**config.mk**
```make
export PLATFORM = sky130hd
export DESIGN_NAME = dbf_in_fifo
export DESIGN_NICKNAME = d
export VERILOG_FILES = /design/src/rtl/dbf_pkg.sv /design/src/rtl/dbf_rst_sync.sv /design/src/rtl/dbf_buf.sv /design/src/rtl/dbf_ctrl.sv /design/src/rtl/dbf_in_fifo.sv
export SDC_FILE = /design/constraint.sdc
export NUM_CORES = 1
export LEC_CHECK = 0
export BUFFER_PORTS_ARGS = -buffer_cell sky130_fd_sc_hd__buf_2
export CAP_MARGIN = 10
export CORE_MARGIN = 1
export CORE_UTILIZATION = 35
export DETAILED_ROUTE_END_ITERATION = 10
export SETUP_SLACK_MARGIN = 0.5
export SYNTH_ARGS = -nofsm -noshare
export SYNTH_HDL_FRONTEND = slang
export SYNTH_HIERARCHICAL = 1
export SYNTH_SLANG_ARGS = --single-unit
```
**constraint.sdc**
```tcl
create_clock -name clk -period 2.7 [get_ports clk]
set_input_delay 0.27 -clock clk [delete_from_list [all_inputs] [get_ports clk]]
set_output_delay 0.27 -clock clk [all_outputs]
set_load 0.005 [all_outputs]
```
**src/rtl/dbf_pkg.sv**
```systemverilog
package dbf_pkg;

  typedef enum logic {
    SLOT_A = 1'b0,
    SLOT_B = 1'b1
  } slot_e;

  function automatic slot_e other_slot(input slot_e s);
    return (s == SLOT_A) ? SLOT_B : SLOT_A;
  endfunction

endpackage

```
**src/rtl/dbf_rst_sync.sv**
```systemverilog
module dbf_rst_sync (
  input  logic clk,
  input  logic rst_n,
  output logic rst_n_sync
);

  logic stage_q;
  logic out_q;

  always_ff @(posedge clk or negedge rst_n) begin
    if (!rst_n) begin
      stage_q <= 1'b0;
      out_q   <= 1'b0;
    end else begin
      stage_q <= 1'b1;
      out_q   <= stage_q;
    end
  end

  assign rst_n_sync = out_q;

endmodule

```
**src/rtl/dbf_buf.sv**
```systemverilog
module dbf_buf #(
  parameter int DATA_W = 8,
  parameter int DEPTH  = 64,
  parameter int ADDR_W = 6
) (
  input  logic              clk,
  input  logic              we,
  input  logic [ADDR_W-1:0] waddr,
  input  logic [DATA_W-1:0] wdata,
  input  logic [ADDR_W-1:0] raddr,
  output logic [DATA_W-1:0] rdata
);

  logic [DATA_W-1:0] mem [DEPTH];

  always_ff @(posedge clk) begin
    if (we) begin
      mem[waddr] <= wdata;
    end
  end

  assign rdata = mem[raddr];

endmodule

```
**src/rtl/dbf_ctrl.sv**
```systemverilog
module dbf_ctrl
  import dbf_pkg::*;
#(
  parameter int MAX_PKT = 64,
  parameter int CNT_W   = 7,
  parameter int ADDR_W  = 6
) (
  input  logic              clk,
  input  logic              rst_n,
  input  logic              wr_en,
  input  logic              pkt_en,
  input  logic              clr,
  input  logic              rd_en,
  input  logic              done,
  output slot_e             wr_slot,
  output logic [ADDR_W-1:0] wr_addr,
  output logic              wr_ok,
  output slot_e             rd_slot,
  output logic [ADDR_W-1:0] rd_addr,
  output logic [CNT_W-1:0]  wr_count,
  output logic              full,
  output logic              err,
  output logic              pkt_valid,
  output logic [CNT_W-1:0]  pkt_len
);

  localparam logic [CNT_W-1:0] MAX_CNT = CNT_W'(MAX_PKT);

  logic [1:0]       queued_q, queued_d;
  logic [CNT_W-1:0] len_q [2];
  logic [CNT_W-1:0] len_d [2];
  slot_e            wr_sel_q, wr_sel_d;
  slot_e            head_q, head_d;
  logic [CNT_W-1:0] wr_cnt_q, wr_cnt_d;
  logic [CNT_W-1:0] rd_ptr_q, rd_ptr_d;
  logic             err_q, err_d;

  logic busy, clr_ok, wr_free, wr_drop, trig_ok, rd_step, done_ok;

  // Admission decisions for the current cycle
  always_comb begin
    busy    = queued_q[head_q] && (rd_ptr_q != '0);
    clr_ok  = clr && !busy;
    wr_free = !queued_q[wr_sel_q];
    wr_ok   = wr_en && wr_free && (wr_cnt_q < MAX_CNT) && !clr_ok;
    wr_drop = wr_en && !wr_ok && !clr_ok;
    trig_ok = pkt_en && wr_free && !clr_ok;
    rd_step = rd_en && queued_q[head_q] && (rd_ptr_q < len_q[head_q]) && !clr_ok;
    done_ok = done && queued_q[head_q] && !clr_ok;
  end

  // Next-state logic
  always_comb begin
    queued_d = queued_q;
    len_d[0] = len_q[0];
    len_d[1] = len_q[1];
    wr_sel_d = wr_sel_q;
    head_d   = head_q;
    wr_cnt_d = wr_cnt_q;
    rd_ptr_d = rd_ptr_q;
    err_d    = err_q;
    if (clr_ok) begin
      queued_d = '0;
      wr_sel_d = SLOT_A;
      head_d   = SLOT_A;
      wr_cnt_d = '0;
      rd_ptr_d = '0;
      err_d    = 1'b0;
    end else begin
      if (wr_ok) begin
        wr_cnt_d = wr_cnt_q + 1'b1;
      end
      if (wr_drop) begin
        err_d = 1'b1;
      end
      if (trig_ok) begin
        queued_d[wr_sel_q] = 1'b1;
        len_d[wr_sel_q]    = wr_cnt_q + CNT_W'(wr_ok);
        wr_cnt_d           = '0;
        wr_sel_d           = other_slot(wr_sel_q);
      end
      if (done_ok) begin
        queued_d[head_q] = 1'b0;
        head_d           = other_slot(head_q);
        rd_ptr_d         = '0;
      end else if (rd_step) begin
        rd_ptr_d = rd_ptr_q + 1'b1;
      end
    end
  end

  // State registers
  always_ff @(posedge clk or negedge rst_n) begin
    if (!rst_n) begin
      queued_q <= '0;
      len_q[0] <= '0;
      len_q[1] <= '0;
      wr_sel_q <= SLOT_A;
      head_q   <= SLOT_A;
      wr_cnt_q <= '0;
      rd_ptr_q <= '0;
      err_q    <= 1'b0;
    end else begin
      queued_q <= queued_d;
      len_q[0] <= len_d[0];
      len_q[1] <= len_d[1];
      wr_sel_q <= wr_sel_d;
      head_q   <= head_d;
      wr_cnt_q <= wr_cnt_d;
      rd_ptr_q <= rd_ptr_d;
      err_q    <= err_d;
    end
  end

  assign wr_slot   = wr_sel_q;
  assign wr_addr   = wr_cnt_q[ADDR_W-1:0];
  assign rd_slot   = head_q;
  assign rd_addr   = rd_ptr_q[ADDR_W-1:0];
  assign wr_count  = wr_cnt_q;
  assign full      = &queued_q;
  assign err       = err_q;
  assign pkt_valid = queued_q[head_q];
  assign pkt_len   = len_q[head_q];

  // write count never passes the packet limit
  a_r3_count_cap: assert property (@(posedge clk) disable iff (!rst_n)
    wr_count <= MAX_CNT);

  // a write at the limit raises the overwrite flag
  a_r3_drop_flags: assert property (@(posedge clk) disable iff (!rst_n)
    (wr_en && wr_count == MAX_CNT && !clr) |=> err);

  // the read position stays inside the presented packet
  a_r5_rd_in_range: assert property (@(posedge clk) disable iff (!rst_n)
    pkt_valid |-> (rd_ptr_q <= pkt_len));

  // a strobe on an empty FIFO presents the written length
  a_r4_trig_presents: assert property (@(posedge clk) disable iff (!rst_n)
    (pkt_en && !wr_en && !pkt_valid && !clr) |=> (pkt_valid && pkt_len == $past(wr_count)));

  // a strobe while full leaves the FIFO full
  a_r7_full_hold: assert property (@(posedge clk) disable iff (!rst_n)
    (full && pkt_en && !done && !clr) |=> full);

  // done with a single packet pending leaves nothing presented
  a_r8_done_frees: assert property (@(posedge clk) disable iff (!rst_n)
    (done && pkt_valid && !full && !pkt_en && !clr) |=> !pkt_valid);

  // a clear during a part-read packet keeps it presented
  a_r10_busy_clear_kept: assert property (@(posedge clk) disable iff (!rst_n)
    (busy && clr && !done) |=> (pkt_valid && $stable(pkt_len)));

endmodule

```
**src/rtl/dbf_in_fifo.sv**
```systemverilog
module dbf_in_fifo
  import dbf_pkg::*;
#(
  parameter int DATA_W  = 8,
  parameter int MAX_PKT = 64,
  localparam int CNT_W  = $clog2(MAX_PKT + 1),
  localparam int ADDR_W = (MAX_PKT > 1) ? $clog2(MAX_PKT) : 1
) (
  input  logic              clk,
  input  logic              rst_n,
  input  logic              cpu_wr_en,
  input  logic [DATA_W-1:0] cpu_wr_data,
  input  logic              cpu_pkt_en,
  input  logic              fifo_clr,
  output logic [CNT_W-1:0]  cpu_wr_count,
  output logic              buf_full,
  output logic              ovw_err,
  output logic              usb_pkt_valid,
  output logic [CNT_W-1:0]  usb_pkt_len,
  input  logic              usb_rd_en,
  output logic [DATA_W-1:0] usb_rd_data,
  input  logic              usb_done
);

  localparam int NUM_SLOTS = 2;

  logic              rst_n_sync;
  slot_e             wr_slot;
  slot_e             rd_slot;
  logic              wr_ok;
  logic [ADDR_W-1:0] wr_addr;
  logic [ADDR_W-1:0] rd_addr;
  logic [DATA_W-1:0] slot_rdata [NUM_SLOTS];

  dbf_rst_sync u_rst_sync (
    .clk        (clk),
    .rst_n      (rst_n),
    .rst_n_sync (rst_n_sync)
  );

  dbf_ctrl #(
    .MAX_PKT (MAX_PKT),
    .CNT_W   (CNT_W),
    .ADDR_W  (ADDR_W)
  ) u_ctrl (
    .clk       (clk),
    .rst_n     (rst_n_sync),
    .wr_en     (cpu_wr_en),
    .pkt_en    (cpu_pkt_en),
    .clr       (fifo_clr),
    .rd_en     (usb_rd_en),
    .done      (usb_done),
    .wr_slot   (wr_slot),
    .wr_addr   (wr_addr),
    .wr_ok     (wr_ok),
    .rd_slot   (rd_slot),
    .rd_addr   (rd_addr),
    .wr_count  (cpu_wr_count),
    .full      (buf_full),
    .err       (ovw_err),
    .pkt_valid (usb_pkt_valid),
    .pkt_len   (usb_pkt_len)
  );

  for (genvar g = 0; g < NUM_SLOTS; g++) begin : g_slot
    dbf_buf #(
      .DATA_W (DATA_W),
      .DEPTH  (MAX_PKT),
      .ADDR_W (ADDR_W)
    ) u_buf (
      .clk   (clk),
      .we    (wr_ok && (wr_slot == slot_e'(g))),
      .waddr (wr_addr),
      .wdata (cpu_wr_data),
      .raddr (rd_addr),
      .rdata (slot_rdata[g])
    );
  end

  assign usb_rd_data = slot_rdata[rd_slot];

endmodule

```
==> results_dict.tcl <==
set metrics [dict create \
    crit_required_ns 2.43 \
    start_kind "flop" \
    drt_wl_total_microns 103700 \
    min_from "cpu_wr_data[3]" \
    layout.cells.non_filler 4082 \
    synth_seq_cells 1059 \
    clock_sinks 1059 \
    r2r_cells 12 \
    whs_endpoint "g_slot[0].u_buf/mem[15][3]" \
    die_w_microns 348.9 \
    hold_path_class "in -> reg" \
    grt_pass1_vias 22500 \
    finalCritPeriodShare_pct 137.8 \
    synth_cells 2074 \
    start_util_pct 35.49 \
    wl_per_cell_microns 25.41 \
    die_area_sq_um 121800 \
    ir_drop_mv 0.4661 \
    grt_start_max_net_pins 94 \
    yosys_most_used_dff "edfxtp_1" \
    holdPathStages 1 \
    synth_fp_nets 2100 \
    num_rows 126 \
    first_pass_iters 5 \
    async_flop_share_pct 3.305 \
    outcome "complete, but fails checks" \
    num-fill-cells 10120 \
    clock_latency_ns 0.69 \
    relSlewSlack_pct 32.43 \
    finalSetupViolations 785 \
    drtAntennaViolNets 0 \
    dp_hpwl_microns 67870 \
    setup_ws_ns -1.020 \
    rsz0062_at_grt "yes" \
    cts_made_buffers 104 \
    critPathKind "reg -> out" \
    dr.first_iter.drc_count 2127 \
    p_per_area_nw_per_um2 642.4 \
    worst_slew_pin_slew_ns 1.010 \
    grt.overflow.total 0 \
    yosysWarningCount 6 \
    max_cap_violations 0 \
    final_util_pct 43.08 \
    violations "setup timing" \
    drive_gt1_share_pct 37.73 \
    syn_to_final_growth_pct 21.38 \
    final_hold_viol_count 0 \
    slew_violations 0 \
    groute.usage.overall_pct 17.11 \
    finalPower_mw 32.85 \
    cts_tree "yes" \
    regArea_sq_um 31640 \
    finalCriticalPeriod_ns 3.720 \
    synth-seq-area-share_pct 75.07 \
    post_synth_num_cell_types 56 \
    fin_skew_ns 0.02086 \
    max_freq_ghz 0.2688 \
    antenna_found_initial 3 \
    io_buffer_count 39 \
    hold_ws_ns 0.07787 \
    htreeDepth 3 \
    syn-cell-area_sq_um 42130 \
    worstPathMaxFanout 12 \
    clockRootBuffer "clkbuf_16" \
    grt_pass1_wl_microns 153000 \
    die_h_microns 348.9 \
    multi_input_area_sq_um 10800 \
    drc_errors 0 \
    clkTransAtPathRegs_ns 0.06 \
    place_inst 3852 \
    post_drt_via_cell_ratio 5.277 \
    nets 2417 \
    syn_avg_cell_area_sq_um 20.31 \
    worst_setup_path_end_kind "output pin" \
    num_vias 21540 \
    place.gp.congestion 0.8179 \
    io_pins 40 \
    core_area_sq_um 118700 \
    clock_path_buffers 3 \
    rr_endpoint "g_slot[0].u_buf/mem[2][2]" \
    leakage_nw 15.63 \
    reg2reg_from "u_ctrl/rd_ptr_q[0]" \
    synth_enable_flop_cells 1024 \
    rrSetupSlack_ns -0.33 \
    arrival_ns 3.45 \
]
## worst max-delay path, cell delays in order (launching register included)
cell and delay [ns]:
dfrtp_4 0.47, buf_12 0.18, buf_6 0.13, mux4_2 0.51
mux4_2 0.54, o21ai_2 0.13, buf_4 0.13, o41ai_1 0.07
buf_4 0.20, mux2_4 0.27, buf_2 0.13
## per-stage QoR
step / setup WS [ns] / TNS [ns] / area (sq um)
after floorplan: 0.1636 / 0 / 42850
after global placement: -0.5155 / -148.00 / 46910
after detailed placement: -0.5113 / -183.04 / 46910
after CTS: -1.114 / -152.78 / 50700
after global routing: -1.168 / -248.14 / 51130
final: -1.020 / -146.09 / 51140
## sequential cells by signal (all words and copies together), names as in the netlist
name and flops:
g_slot.u_buf/mem 1024, u_ctrl/len_q 14, u_ctrl/rd_ptr_q 7, u_ctrl/wr_count 7, u_ctrl/queued_q 2, u_ctrl/err 1, u_ctrl/rd_slot 1, u_ctrl/wr_slot 1
u_rst_sync/rst_n_sync 1, u_rst_sync/stage_q 1
## synth_stat cells (9+ instances only)
cell / instances / area, sq um
mux2_4: 10 / 150.1
buf_1: 9 / 33.78
dfrtp_1: 35 / 875.8
ha_1: 11 / 137.6
buf_4: 38 / 285.3
nand2b_1: 17 / 106.4
buf_6: 10 / 112.6
nor2_1: 184 / 690.7
nand3_1: 35 / 175.2
clkbuf_1: 35 / 131.4
o21ai_0: 14 / 70.07
a221oi_1: 12 / 105.1
o22ai_1: 16 / 100.1
o221ai_1: 16 / 140.1
edfxtp_1: 1024 / 30750
nor2b_1: 30 / 187.7
inv_1: 11 / 41.29
nor3_1: 16 / 80.08
nand2_1: 53 / 198.9
mux2_2: 32 / 360.4
mux2i_1: 54 / 540.5
a21oi_1: 21 / 105.1
mux4_2: 252 / 5675
buf_2: 25 / 125.1
## final cells by class
type	count	area share (%)
multi-input cells	883	21.12
inverters	11	0.08074
flip-flops and latches	1059	61.88
well taps	1600	3.915
diodes	1	0.004894
repair buffers	332	6.548
clock buffers	133	5.302
clock inverters	63	1.155
## cells in the final DEF, fill, tap and decap left out, types with 16 or more instances in the layout
cell / synthesis / final
mux4_2: 252 / 252
edfxtp_1: 1024 / 1024
nand3_1: 35 / 30
clkinv_1: 0 / 23
o221ai_1: 16 / 16
nor2_4: 0 / 103
dfrtp_1: 35 / 29
mux2i_1: 54 / 52
clkbuf_1: 35 / 29
clkbuf_16: 0 / 104
a21oi_1: 21 / 21
buf_12: 4 / 63
nand2b_1: 17 / 17
nor2b_1: 30 / 27
nor2_1: 184 / 70
buf_2: 25 / 29
buf_4: 38 / 216
nand2_1: 53 / 45
mux2_2: 32 / 31
## repair_timing
item | in CTS | in global routing
hold buffers | 5 | 0
setup endpoints to repair | 1070 | 1071
pin swaps | 14 | 17
gates resized for setup | 72 | 75
buffers inserted | 15 | 13
hold endpoints to repair | 23 | 0
## report_power, final
group	total, mW	internal [mW]	switching, mW
Sequential	18.0	18.0	0.0145
Clock	14.1	7.99	6.15
Combinational	0.662	0.193	0.469
## metal layers
metal	part of all wire [%]	up-vias	global-route usage [%]	wire [microns]
met3	6.1	136	2.645	6327
met2	49	696	28.13	50950
li1	-	9200	-	-
met1	43	11510	23.66	44260
met5	0	-	0	0
met4	2.1	0	4.601	2212
## worst max-delay path by stage
stage / start / to / slack [ns]
finish: u_ctrl/rd_ptr_q[0] / usb_rd_data[5] / -1.02
global route: u_ctrl/rd_ptr_q[0] / usb_rd_data[6] / -1.17
CTS: u_ctrl/rd_ptr_q[0] / usb_rd_data[5] / -1.11
detailed placement: u_ctrl/rd_ptr_q[0] / usb_rd_data[7] / -0.51
global placement: u_ctrl/rd_ptr_q[0] / usb_rd_data[7] / -0.52
floorplan: u_ctrl/rd_ptr_q[0] / usb_rd_data[0] / 0.16
## cell families (layout without fill, tap and decap cells)
family | after synthesis | count (layout) | share of synthesized area (%)
AO/OA/AOI/OAI | 142 | 142 | 2.474
XOR/XNOR | 10 | 10 | 0.2079
adder cells (fa/ha/maj) | 11 | 11 | 0.3267
buffers and inverters | 132 | 539 | 1.922
flip-flops | 1059 | 1059 | 75.07
multiplexers | 348 | 348 | 15.97
other | 1 | 2 | 0.008901
AND/OR/NAND/NOR | 371 | 371 | 4.024
(Power assumes the default switching activity.)
